<file path="config.mk">
export PLATFORM = sky130hd
export DESIGN_NAME = dio_line_ctrl
export DESIGN_NICKNAME = d
export VERILOG_FILES = /design/src/rtl/dio_pkg.sv /design/src/rtl/dio_index_decode.sv /design/src/rtl/dio_line_bank.sv /design/src/rtl/dio_readback.sv /design/src/rtl/dio_line_ctrl.sv
export SDC_FILE = /design/constraint.sdc
export NUM_CORES = 1
export LEC_CHECK = 0
export CORE_MARGIN = 8
export CORE_UTILIZATION = 35
export DETAILED_ROUTE_END_ITERATION = 16
export PLACE_DENSITY_LB_ADDON = 0.25
export SLEW_MARGIN = 20
export SYNTH_ARGS = -nofsm -noshare
export SYNTH_HDL_FRONTEND = slang
export SYNTH_HIERARCHICAL = 1
export SYNTH_SLANG_ARGS = --single-unit
</file>
<file path="constraint.sdc">
create_clock -name clk -period 2.4 [get_ports clk]
set_clock_uncertainty 0.15 [all_clocks]
set_input_delay 0.36 -clock clk [delete_from_list [all_inputs] [get_ports clk]]
set_output_delay 0.36 -clock clk [all_outputs]
set_load 0.02 [all_outputs]
</file>
<file path="src/rtl/dio_pkg.sv">
package dio_pkg;

   typedef enum logic {
      CMD_BANK_ENABLE = 1'b0,
      CMD_LINE_LEVEL  = 1'b1
   } dio_cmd_e;

   localparam int unsigned LEVEL_BIT = 3;

   localparam logic [3:0] RD_CODE_HIGH = 4'hF;
   localparam logic [3:0] RD_CODE_LOW  = 4'h7;

endpackage

</file>
<file path="src/rtl/dio_index_decode.sv">
module dio_index_decode #(
   parameter int unsigned NUM_LINES = 16,
   parameter int unsigned IDX_W     = 6
) (
   input  logic [IDX_W-1:0]     idx,
   output logic [NUM_LINES-1:0] sel,
   output logic                 in_range
);

   if (NUM_LINES > (1 << IDX_W)) begin : g_bad_width
      $error("dio_index_decode: index too narrow for line count");
   end

   for (genvar i = 0; i < NUM_LINES; i++) begin : g_sel
      assign sel[i] = (idx == IDX_W'(i));
   end

   assign in_range = |sel;

endmodule

</file>
<file path="src/rtl/dio_line_bank.sv">
module dio_line_bank
   import dio_pkg::*;
#(
   parameter int unsigned NUM_LINES = 16,
   parameter int unsigned DATA_W    = 4
) (
   input  logic                 clk,
   input  logic                 rst_n,
   input  logic                 strobe,
   input  dio_cmd_e             cmd,
   input  logic [DATA_W-1:0]    wr_data,
   input  logic [NUM_LINES-1:0] sel,
   output logic [NUM_LINES-1:0] line_q,
   output logic                 enable_q
);

   if (DATA_W <= LEVEL_BIT) begin : g_bad_data
      $error("dio_line_bank: data too narrow for level bit");
   end

   logic level;
   logic line_cmd;
   logic bank_cmd;

   assign level    = wr_data[LEVEL_BIT];
   assign line_cmd = strobe && (cmd == CMD_LINE_LEVEL);
   assign bank_cmd = strobe && (cmd == CMD_BANK_ENABLE);

   for (genvar i = 0; i < NUM_LINES; i++) begin : g_line
      always_ff @(posedge clk or negedge rst_n) begin
         if (!rst_n) begin
            line_q[i] <= 1'b0;
         end else if (line_cmd && sel[i]) begin
            line_q[i] <= level;
         end
      end
   end

   always_ff @(posedge clk or negedge rst_n) begin
      if (!rst_n) begin
         enable_q <= 1'b0;
      end else if (bank_cmd) begin
         enable_q <= level;
      end
   end

   assert_line_set_R2: assert property (@(posedge clk) disable iff (!rst_n)
      (line_cmd && level) |=> ((line_q & $past(sel)) == $past(sel)));

   assert_line_clear_R3: assert property (@(posedge clk) disable iff (!rst_n)
      (line_cmd && !level) |=> ((line_q & $past(sel)) == '0));

   assert_oor_hold_R4: assert property (@(posedge clk) disable iff (!rst_n)
      (line_cmd && (sel == '0)) |=> ($stable(line_q) && $stable(enable_q)));

   assert_others_kept_R5: assert property (@(posedge clk) disable iff (!rst_n)
      line_cmd |=> ((line_q & ~$past(sel)) == ($past(line_q) & ~$past(sel))));

   assert_bank_on_R6: assert property (@(posedge clk) disable iff (!rst_n)
      (bank_cmd && level) |=> enable_q);

   assert_bank_off_R7: assert property (@(posedge clk) disable iff (!rst_n)
      (bank_cmd && !level) |=> !enable_q);

   assert_bank_keeps_lines_R8: assert property (@(posedge clk) disable iff (!rst_n)
      bank_cmd |=> $stable(line_q));

   assert_idle_hold_R10: assert property (@(posedge clk) disable iff (!rst_n)
      !strobe |=> ($stable(line_q) && $stable(enable_q)));

endmodule

</file>
<file path="src/rtl/dio_readback.sv">
module dio_readback
   import dio_pkg::*;
#(
   parameter int unsigned NUM_LINES = 16
) (
   input  logic [NUM_LINES-1:0] in_lines,
   input  logic [NUM_LINES-1:0] sel,
   input  logic                 in_range,
   output logic [3:0]           rd_data
);

   logic hit;

   assign hit     = |(in_lines & sel);
   assign rd_data = (!in_range || hit) ? RD_CODE_HIGH : RD_CODE_LOW;

endmodule

</file>
<file path="src/rtl/dio_line_ctrl.sv">
module dio_line_ctrl
   import dio_pkg::*;
#(
   parameter int unsigned NUM_LINES = 16,
   parameter int unsigned IDX_W     = 6,
   parameter int unsigned DATA_W    = 4,
   parameter bit          GATE_OUT  = 1'b1
) (
   input  logic                 clk,
   input  logic                 rst_n,
   input  logic                 io_strobe,
   input  logic                 cmd_odd,
   input  logic [DATA_W-1:0]    wr_data,
   input  logic [IDX_W-1:0]     line_idx,
   input  logic [NUM_LINES-1:0] in_lines,
   output logic [NUM_LINES-1:0] out_lines,
   output logic                 outputs_enabled,
   output logic [3:0]           rd_data
);

   localparam int unsigned SEL_W = (NUM_LINES > 1) ? $clog2(NUM_LINES) : 1;

   if (SEL_W > IDX_W) begin : g_bad_idx
      $error("dio_line_ctrl: IDX_W cannot address NUM_LINES");
   end

   logic [NUM_LINES-1:0] sel;
   logic                 in_range;
   logic [NUM_LINES-1:0] line_q;
   logic                 enable_q;

   dio_index_decode #(
      .NUM_LINES (NUM_LINES),
      .IDX_W     (IDX_W)
   ) u_decode (
      .idx      (line_idx),
      .sel      (sel),
      .in_range (in_range)
   );

   dio_line_bank #(
      .NUM_LINES (NUM_LINES),
      .DATA_W    (DATA_W)
   ) u_bank (
      .clk      (clk),
      .rst_n    (rst_n),
      .strobe   (io_strobe),
      .cmd      (dio_cmd_e'(cmd_odd)),
      .wr_data  (wr_data),
      .sel      (sel),
      .line_q   (line_q),
      .enable_q (enable_q)
   );

   dio_readback #(
      .NUM_LINES (NUM_LINES)
   ) u_rdback (
      .in_lines (in_lines),
      .sel      (sel),
      .in_range (in_range),
      .rd_data  (rd_data)
   );

   if (GATE_OUT) begin : g_gated
      assign out_lines = enable_q ? line_q : '0;
   end else begin : g_ungated
      assign out_lines = line_q;
   end

   assign outputs_enabled = enable_q;

   assert_decode_onehot_R5: assert property (@(posedge clk) disable iff (!rst_n)
      in_range |-> ($countones(sel) == 1));

   assert_decode_range_R4: assert property (@(posedge clk) disable iff (!rst_n)
      (line_idx >= IDX_W'(NUM_LINES)) |-> !in_range);

   assert_rd_oor_R9: assert property (@(posedge clk) disable iff (!rst_n)
      !in_range |-> (rd_data == RD_CODE_HIGH));

   assert_reset_state_R1: assert property (@(posedge clk)
      !rst_n |-> (line_q == '0 && !enable_q));

endmodule

</file>
==> flow_summary.toml <==
[die]
core_area_um2 = 3360
die_area_um2 = 5670
die_y_um = 75.3
rows = 21
io_pins = 51
initial_core_util_pct = 36.6
dieWidth_um = 75.3

[hold_path]
hp-class = "in -> async"

[sta]
min_period_ns = 2.28
grt_setup_unrepaired = "no"
max_clock_freq_ghz = 0.439
finalCritPeriodShare_pct = 94.9
hold_viol = 0
worst_slew_pin_slew_ns = 0.573
setup_ws_ns = 0.123
slew_violations = 0
slew_headroom_pct = 61.7
setup_viol = 0

[layout]
final_common_cell = "clkdlybuf4s50_1"
diodes = 0
final_nets = 211
drive_gt1_share_pct = 51.7
mostFrequentLayoutCells = "clkdlybuf4s50_1 (37), buf_4 (26), dfrtp_1 (16), and2_2 (12), mux2_4 (10)"
area_growth_pct = 54.8
instances_no_fill = 226

[cts]
cts_htree_levels = 1
clkTransAtPathRegs_ns = 0.10
insertion_delay_ns = 0.28
clk_path_buf_depth = 2
cts_sinks = 17
numCtsBuffers = 3
cts_root_buf = "clkbuf_4"
cts_tree = "done"

[logic_synthesis]
yosys_warnings = 6
synth_adder_area_share_pct = 0
synth_compound_gate_area_share_pct = 4.48
synth-seq-cells = 17
synth_area_um2 = 1230
synth_xor_area_share_pct = 0
muxShareOfSynthArea_pct = 18.6
synth_top_family_by_area = "simple AND/OR/NAND/NOR gates"
yosysUniqueCellTypes = 25
yosysSeqAreaShare_pct = 34.6
synthCells = 113
yosys.area_share.simple_pct = 34.1
avgSynthCellArea_um2 = 10.9

[setup_path]
critPathSlowestCell = "clkdlybuf4s50_1"
critPathRequiredTime_ns = 1.89
cp-end-kind = "primary output"
crit_family = "simple AND/OR/NAND/NOR gates"
crit-reg2reg-launch = "u_bank/enable_q"
crit_start = "in_lines[6]"
cp_num_buf_inv = 2
crit_fanout = 1
cp.arrival_ns = 1.77
crit_path_start_kind = "primary input"
path_class = "in -> out"
crit_chain = "clkdlybuf4s50_1 > a222oi_1 > nand3_1 > or3_4 > buf_6"
max_stage_delay_ns = 0.41

[global_route]
grt_pass1_wl_um = 5690
globalRouteTotalUtil_pct = 13.1
grt_max_degree = 19
grt_overflow_total = 0
grt_pass1_vias = 1204
antenna_found_initial = 0

[route]
routed_via_density = 4.89
avgRoutedWirePerCell_um = 15.3
drt_pass1_iterations = 4
antenna_left = 0
drc_errors = 0
num_vias = 1106
wl_um = 3460
drtIter0Drc = 33

[placement]
dpl.cell_count = 221
gp_congestion = 0.863
hpwl_um = 2660
io_buffers = 44
dp_slack_ns = -0.730

[outcome]
status = "complete, no violations"

[power]
p_sw_mw = 0.205
pwr-share-seq_pct = 47.1
internal-power_mw = 0.498
power_frac_comb_pct = 31.1
switching_share_pct = 29.1
p_leak_nw = 0.832
power_density_nw_per_um2 = 369
power_frac_clock_pct = 21.8
vdd_ir_drop_max_v = 0.000184

[flow_run]
drv_cap = 0
==> metal layers <==
layer  vias to the layer above  wire length [µm]  track usage (%)
met5                         -                 0                0
met4                         0                74             7.04
met3                         6               169             2.93
met2                        33              1720             21.8
met1                       533              1500             15.3
li1                        534                 -                -
==> per-stage QoR <==
stage	instance area, µm²	total power, mW	TNS, ns	util (%)	hold slack, ns
finish	1900	0.702	0	56.6	0.251
global route	1900	0.748	0	56.6	0.250
CTS	1900	0.708	0	56.4	0.252
detailed placement	1830	0.551	-0.931	54.3	0.337
global placement	1830	0.546	-0.665	54.3	0.332
floorplan	1240	0.445	0	-	-0.0856
==> cells by family after synthesis <==
kind of cell / Yosys count
simple gates: 62
mux: 17
flops: 17
buf+inv: 9
compound gates: 7
other cells: 1
==> Yosys cell counts, drive strengths merged <==
cell type / instances / area [µm²]
dfrtp: 17 / 425
mux2: 17 / 229
nand3: 17 / 143
and2: 16 / 115
nor2: 13 / 48.8
buf: 9 / 97.6
a22oi: 6 / 45.0
nor3: 4 / 20.0
nand2: 3 / 11.3
nand2b: 2 / 12.5
or4b: 2 / 27.5
a222oi: 1 / 10.0
conb: 1 / 3.75
nand4: 1 / 6.26
nand4bb: 1 / 11.3
nor2b: 1 / 6.26
or3: 1 / 6.26
or4: 1 / 11.3
==> flip-flops by register name, summed over array words and instances, names as in the netlist <==
register,flops
u_bank/line_q,16
u_bank/enable_q,1
==> area by class of cell <==
type / instances / area, µm²
sequential: 17 / 427
fill: 326 / 1460
multi-input combinational: 89 / 787
tap: 46 / 57.6
timing repair buffer: 70 / 607
clock buffer: 4 / 26.3
==> final timing paths <==
| kind | endpoint | slack, ns | cells after the start |
|---|---|---|---|
| max | rd_data[3] | 0.12 | 5 |
| min | u_bank/line_q[1] | 0.25 | 2 |
| max reg2reg | u_bank/enable_q | 1.34 | 1 |
| min reg2reg | u_bank/line_q[10] | 0.36 | 1 |
| max in group asynchronous | u_bank/enable_q | 1.64 | 2 |
| min in group clk | u_bank/line_q[10] | 0.36 | 1 |
==> power groups by stage <==
stage / clock, mW / combinational [mW] / sequential (mW)
6_report: 0.153 / 0.218 / 0.331
5_1_grt: 0.178 / 0.233 / 0.337
4_1_cts: 0.159 / 0.217 / 0.332
3_5_place_dp: 0 / 0.213 / 0.338
3_3_place_gp: 0 / 0.211 / 0.336
2_1_floorplan: 0 / 0.116 / 0.330
==> repair_timing <==
action	4_1_cts	5_1_grt
setup endpoints to repair	1	5
hold buffers	0	0
resized for setup	22	19
pin swaps	2	6
buffers inserted	0	1
Note: power is estimated with default switching activity, not from simulation.
